<file path="src/rtl/cfu_pkg.sv">
package cfu_pkg;

  typedef struct packed {
    logic s;
    logic z;
    logic c;
    logic p;
    logic v;
  } cfu_flags_t;

  typedef enum logic [3:0] {
    CND_NEVER  = 4'd0,
    CND_ALWAYS = 4'd1,
    CND_EQ     = 4'd2,
    CND_NE     = 4'd3,
    CND_LT     = 4'd4,
    CND_GE     = 4'd5,
    CND_LE     = 4'd6,
    CND_GT     = 4'd7,
    CND_CSET   = 4'd8,
    CND_CCLR   = 4'd9,
    CND_PEVEN  = 4'd10,
    CND_PODD   = 4'd11,
    CND_NEG    = 4'd12,
    CND_POS    = 4'd13,
    CND_VSET   = 4'd14,
    CND_VCLR   = 4'd15
  } cfu_cond_e;

  // Signed "less" relation held by the flags after a subtraction.
  function automatic logic cfu_signed_lt(input cfu_flags_t f);
    return f.s ^ f.v;
  endfunction

  // Predicate selected by a condition code.
  function automatic logic cfu_take(input cfu_cond_e cnd, input cfu_flags_t f);
    logic lt;
    lt = cfu_signed_lt(f);
    case (cnd)
      CND_NEVER:  return 1'b0;
      CND_ALWAYS: return 1'b1;
      CND_EQ:     return f.z;
      CND_NE:     return ~f.z;
      CND_LT:     return lt;
      CND_GE:     return ~lt;
      CND_LE:     return f.z | lt;
      CND_GT:     return ~f.z & ~lt;
      CND_CSET:   return f.c;
      CND_CCLR:   return ~f.c;
      CND_PEVEN:  return f.p;
      CND_PODD:   return ~f.p;
      CND_NEG:    return f.s;
      CND_POS:    return ~f.s;
      CND_VSET:   return f.v;
      default:    return ~f.v;
    endcase
  endfunction

endpackage

</file>
<file path="src/rtl/cfu_flag_gen.sv">
module cfu_flag_gen
  import cfu_pkg::*;
#(
  parameter int DATA_W = 32,
  parameter int PAR_W  = 8
) (
  input  logic [DATA_W-1:0] result,
  input  logic              carry,
  input  logic              ovf,
  output cfu_flags_t        flags
);
  localparam int MSB = DATA_W - 1;

  logic res_is_zero;
  logic low_even;

  assign res_is_zero = (result == '0);
  assign low_even    = ~^result[PAR_W-1:0];

  always_comb begin
    flags.s = result[MSB];
    flags.z = res_is_zero;
    flags.c = carry;
    flags.p = low_even;
    flags.v = ovf;
  end

  // a zero result cannot carry a sign bit
  always_comb begin
    if (res_is_zero) a_r2_zero_not_neg : assert (!flags.s);
  end
endmodule

</file>
<file path="src/rtl/cfu_flag_reg.sv">
module cfu_flag_reg
  import cfu_pkg::*;
(
  input  logic       clk,
  input  logic       rst_n,
  input  logic       we,
  input  cfu_flags_t nxt,
  output cfu_flags_t cur
);
  always_ff @(posedge clk or negedge rst_n) begin
    if (!rst_n)  cur <= '0;
    else if (we) cur <= nxt;
  end

  // without a write the stored flags do not move
  a_r5_hold : assert property (@(posedge clk) disable iff (!rst_n)
    !we |=> $stable(cur));
endmodule

</file>
<file path="src/rtl/cfu_branch_eval.sv">
module cfu_branch_eval
  import cfu_pkg::*;
(
  input  cfu_flags_t flags,
  input  logic [3:0] cond,
  output logic       taken
);
  cfu_cond_e cnd;

  assign cnd   = cfu_cond_e'(cond);
  assign taken = cfu_take(cnd, flags);

  // the fixed codes ignore the flags
  always_comb begin
    if (cnd == CND_NEVER)  a_r10_never  : assert (!taken);
    if (cnd == CND_ALWAYS) a_r10_always : assert (taken);
  end
endmodule

</file>
<file path="src/rtl/cond_flag_unit.sv">
module cond_flag_unit
  import cfu_pkg::*;
#(
  parameter int DATA_W = 32,
  parameter int PAR_W  = 8
) (
  input  logic              clk,
  input  logic              rst_n,
  input  logic [DATA_W-1:0] alu_result,
  input  logic              alu_carry,
  input  logic              alu_ovf,
  input  logic              flag_we,
  input  logic [3:0]        br_cond,
  output logic              flag_s,
  output logic              flag_z,
  output logic              flag_c,
  output logic              flag_p,
  output logic              flag_v,
  output logic              br_taken
);
  localparam int MSB = DATA_W - 1;

  cfu_flags_t next_flags;
  cfu_flags_t held_flags;

  cfu_flag_gen #(.DATA_W(DATA_W), .PAR_W(PAR_W)) u_gen (
    .result (alu_result),
    .carry  (alu_carry),
    .ovf    (alu_ovf),
    .flags  (next_flags)
  );

  cfu_flag_reg u_reg (
    .clk   (clk),
    .rst_n (rst_n),
    .we    (flag_we),
    .nxt   (next_flags),
    .cur   (held_flags)
  );

  cfu_branch_eval u_eval (
    .flags (held_flags),
    .cond  (br_cond),
    .taken (br_taken)
  );

  assign flag_s = held_flags.s;
  assign flag_z = held_flags.z;
  assign flag_c = held_flags.c;
  assign flag_p = held_flags.p;
  assign flag_v = held_flags.v;

  a_r1_sign : assert property (@(posedge clk) disable iff (!rst_n)
    flag_we |=> flag_s == $past(alu_result[MSB]));

  a_r2_zero : assert property (@(posedge clk) disable iff (!rst_n)
    flag_we |=> flag_z == ($past(alu_result) == '0));

  a_r3_carry_ovf : assert property (@(posedge clk) disable iff (!rst_n)
    flag_we |=> (flag_c == $past(alu_carry)) && (flag_v == $past(alu_ovf)));

  a_r4_parity : assert property (@(posedge clk) disable iff (!rst_n)
    flag_we |=> flag_p == ($countones($past(alu_result[PAR_W-1:0])) % 2 == 0));

  a_r7_equal : assert property (@(posedge clk) disable iff (!rst_n)
    (br_cond == 4'd2) |-> br_taken == flag_z);

  a_r8_less : assert property (@(posedge clk) disable iff (!rst_n)
    (br_cond == 4'd4) |-> br_taken == (flag_s != flag_v));
endmodule

</file>
<file path="config.mk">
export PLATFORM = sky130hd
export DESIGN_NAME = cond_flag_unit
export DESIGN_NICKNAME = d
export VERILOG_FILES = /design/src/rtl/cfu_pkg.sv /design/src/rtl/cfu_flag_gen.sv /design/src/rtl/cfu_flag_reg.sv /design/src/rtl/cfu_branch_eval.sv /design/src/rtl/cond_flag_unit.sv
export SDC_FILE = /design/constraint.sdc
export NUM_CORES = 1
export LEC_CHECK = 0
export ABC_AREA = 1
export BUFFER_PORTS_ARGS = -buffer_cell sky130_fd_sc_hd__buf_4
export CAP_MARGIN = 15
export CORE_MARGIN = 2
export CORE_UTILIZATION = 37
export DETAILED_ROUTE_END_ITERATION = 8
export PLACE_DENSITY = 0.83
export SLEW_MARGIN = 20
export SYNTH_ARGS = -nofsm -noshare
export SYNTH_HDL_FRONTEND = slang
export SYNTH_SLANG_ARGS = --single-unit
</file>
<file path="constraint.sdc">
create_clock -name clk -period 1.55 [get_ports clk]
set_input_delay 0.0775 -clock clk [delete_from_list [all_inputs] [get_ports clk]]
set_output_delay 0.0775 -clock clk [all_outputs]
set_load 0.05 [all_outputs]
</file>
; Word-level counts from Yosys, hierarchy flattened
; Index checks and enable logic that the tools add are counted.
[totals]
regBits = 5
latch_bits = 0
mem_bits_rw = 0
rom_bits = 0
input_bits = 41
out_inout_bits = 6
elab_cells = 32
mem_count = 0
[classes]
addsub = 0
multipliers = 0
n_div = 0
n_lt_le_gt_ge = 0
eq_ne = 14
n_shift = 0
n_mux = 1
n_bitwise = 9
n_reduce_logical = 3
[ops]
columns = operator, count
row1 = $logic_not 32->1, 1
row2 = $eq 4x4->1 const B, 7
row3 = $eq 4x3->1 const B, 4
row4 = $pmux 1 s15, 1
row5 = $eq 4x2->1 const B, 2
row6 = $reduce_xnor 8->1, 1
row7 = $not 1->1, 6
row8 = $eq 4x1->1 const B, 1
row9 = $logic_not 4->1, 1
row10 = $and 1x1->1, 1
row11 = $or 1x1->1, 1
row12 = $xor 1x1->1, 1

; Logic depth before layout (Yosys ltp)
[logic_depth]
ltp_word = 4
mapped_depth = 8
mapped_depth_nobuf = 8

; Cells and area by module
; From an unflattened synthesis, not the netlist that was laid out.
[unflattened]
hier_cells = 101
area_unflattened_um2 = 569.3
[by_module_without_submodules]
columns = mod, instances, cells_each, area_each_um2, seq_area_each_um2
row1 = cfu_flag_gen, 1, 52, 266.5, 0.0
row2 = cfu_flag_reg, 1, 21, 185.2, 125.1
row3 = cfu_branch_eval, 1, 28, 117.6, 0.0

; Worst setup path after synthesis
; No wires, ideal clock.
[synth_path]
kind = flip-flop to output port
start = register u_reg.cur[4] (netlist bit)
end = output br_taken
arrival_ns = 1.404
required_time_ns = 1.472
setup_slack_ns = 0.069
stages_incl_launch_ff = 9
path_buffers = 0
path_cell_list = dfrtp_1 -> inv_1 -> nand2_1 -> nand3_1 -> nand2_1 -> nand2_1 -> nand2_1 -> nand2_1 -> inv_1
[synth_between]
elab_chain_len = 4
word_cells_on_any_way = 6
classes_between = mux: 1 / bitwise: 5
[synth_rtl]
columns = element, line
row1 = from (decl), cfu_flag_reg.sv:8  ; output cfu_flags_t cur
row2 = from (signal assigned), cfu_flag_reg.sv:12  ; else if (we) cur <= nxt;
row3 = $xor 1x1->1, cfu_pkg.sv:32  ; return f.s ^ f.v;
row4 = $not 1->1, "cfu_pkg.sv:45, cfu_pkg.sv:47"
row5 = $and 1x1->1, cfu_pkg.sv:47  ; CND_GT: return ~f.z & ~lt;
row6 = $pmux 1 s15 *, cfu_pkg.sv:39  ; case (cnd)
row7 = to (decl), cond_flag_unit.sv:19  ; output logic br_taken
; Mark *: on every way between the ends. The rest lies on a longest branch, timed or not.

; Final worst setup path
[layout_path]
start = register u_reg.cur[0] (netlist bit)
end = output br_taken
; The elaborated chain is that of the path after synthesis.

==> impl_metrics.csv <==
group,metric,value,unit
cts,cts_buffers,3,
synth,synth_commonest_cells,"nand2_1 (20), inv_1 (18), nor2_1 (15), nand3_1 (7), dfrtp_1 (5)",
global_route,grtUsageMet2,36.7,%
cts,postCtsHoldBufs,1,
global_route,busiest_layer,"met2",
floorplanning,die_h,40.3,microns
synth,synth_most_common_cell,"nand2_1",
cts,cts_sinks,5,
timing,relSlewSlack,85.4,%
placed_design,gp_congestion,0.691,
cts,cts.clk_slew.worst_paths,0.04,ns
critical_path,cp_max_fo,3,
timing,worstMarginPinSlew,0.217,ns
timing,fin_crit_sh,89.2,%
synth,synth_cell_types,14,
critical_path,path_class,"reg -> out",
routing,post_drt_wl_per_cell,9.16,microns
pwr,irDropWorstVdd,407,uV
routing,vias_per_cell,4.47,
finish,reg_top3,"u_reg.cur (5)",
synth,synth_fp_nets,127,
routing,dr.pass1.iters,4,
run,drv_cap,0,
synth,yosys-top-cells-area,"dfrtp_1 (26%), nand2_1 (15%), inv_1 (14%)",
synth,ys.flop_type,"dfrtp_1",
critical_path,setup.worst_path.end_class,"output pin",
synth,syn_inst,82,
routing,ant_nets,0,
critical_path,critPathLaunchType,"flop",
synth,synth_edf_count,0,
timing,fin_tns_setup,0,ns
global_route,grt_overflow_total,0,
cts,clock_latency,0.24,ns
cts,root_buffer,"clkbuf_4",
synth,seq_area_frac_synth,25.6,%
timing,fmax,724,MHz
cts,clock_path_buffers,2,
finish,diodes,0,
timing,min_period,1.38,ns
synth,yosys.area.top_type,"dfrtp_1",
routing,drt_wl_total,1360,microns
timing,drv_slew,0,
critical_path,crit_required,1.47,ns
routing,vias,662,
floorplanning,io_pins,47,
finish,area_growth,82.1,%
global_route,grtUsageMet1,20.8,%
synth,ys_ff_latch,5,
placed_design,dp_hpwl,1260,microns
timing,finClkSkew,0,ns
finish,largest_reg_flops,5,
timing,grt_setup_unrepaired,"false",
pwr,leakagePower,0.537,nW
critical_path,critPathArrivalTime,1.30,ns
synth,synthArstFlopShare,100,%
timing,finalHoldViolCount,0,
cts,cts_tree,"built",
timing,fin_ws,0.168,ns
global_route,grt_pass1_wl,2140,microns
cts,h-tree-depth,1,
critical_path,r2r_slack,0.87,ns
placed_design,pre_cts_slack,0.418,ns
synth,synth_top_area_share,25.6,%
synth,syn-cell-area,488,sq um
finish,drive_above_1_share,38.3,%
timing,setup_violations,0,
global_route,antenna_found_initial,0,
finish,multi_input_area,292,sq um
finish,fill_cells,122,
placed_design,port_buffers,46,
global_route,met3_usage,4.44,%
routing,drt_iter0_drc,5,
cts,ctsResizeCount,0,
global_route,grt_max_degree,8,
global_route,gr-usage-all-layers,19.1,%
floorplanning,core-area,1270,sq um
routing,drc,0,
synth,ys_warn_count,0,
finish,register_area,125,sq um
floorplanning,start_util,38.5,%
synth,avgSynthCellArea,5.95,sq um
pwr,pwr_density_cell,642,nW/um^2
pwr,fin_total_pwr,0.000570,W
hold_path,hold_class,"in -> reg",
floorplanning,dieWidth,40.3,microns
global_route,first_global_vias,611,
finish,nets,179,
finish,largest-register,"u_reg.cur",
status,status,"complete, no violations",
floorplanning,num_rows,13,
cts,post_cts_buffers,0,
floorplanning,die-area,1630,sq um
stage by stage:
stage / utilization, % / cells / hold WS, ns / area, sq um
detailed placement: 67.2 / 143 / -0.118 / 852
finish: 70.0 / 148 / 0.0459 / 888
CTS: 70.0 / 148 / 0.0481 / 888
floorplan: - / 82 / -0.218 / 488
global placement: 67.2 / 143 / -0.120 / 852
global route: 70.0 / 148 / 0.0575 / 888
worst max-delay path, cell delays in order, from the launching register on:
cell and delay (ns):
dfrtp_1 0.39, inv_1 0.10, nand2_1 0.06, nand3_1 0.09
nand3_1 0.08, nand3_1 0.08, nand2_1 0.05, inv_1 0.04
buf_4 0.18
final cells by class:
cell class / count / area share [%]
sequential: 5 / 14.1
clock buffer: 4 / 2.96
multi-input combinational: 58 / 32.8
tap: 15 / 2.11
inverter: 19 / 8.03
timing repair buffer: 47 / 40.0
final timing paths:
kind                              start           end  cells after the start
max in group asynchronous         rst_n  u_reg.cur[3]                      2
min                           alu_carry  u_reg.cur[2]                      3
min in group asynchronous         rst_n  u_reg.cur[2]                      2
max reg2reg                u_reg.cur[0]  u_reg.cur[0]                      2
max                        u_reg.cur[0]      br_taken                      8
min reg2reg                u_reg.cur[3]  u_reg.cur[3]                      2
cell usage in the layout (no fill, tap or decap), drive strengths merged:
cell and instances:
xor2 1, clkbuf 4, dfrtp 5, o22ai 1, dlygate4sd3 1, a21oi 1, nand2 20, nand3 7
xnor2 1, ha 4, inv 19, nand4 4, nor2 16, buf 46, o21ai 3
layer usage:
| layer | vias up | share of wire (%) |
|---|---|---|
| met5 | - | 0 |
| met4 | 0 | 0.59 |
| met3 | 2 | 7.9 |
| met2 | 23 | 54 |
| met1 | 280 | 37 |
| li1 | 357 | - |
power breakdown:
part           internal, W  total [W]  switching (W)
Combinational     0.000126   0.000269       0.000144
Clock            0.0000972   0.000149      0.0000518
Sequential        0.000144   0.000152     0.00000781
cells by family after synthesis:
family | synth area share, %
flops | 25.6
buf+inv | 14.6
compound gates | 5.38
xor+xnor | 3.59
simple gates | 40.5
fa+ha+maj | 10.3
Note: power is estimated with default switching activity, not from simulation.
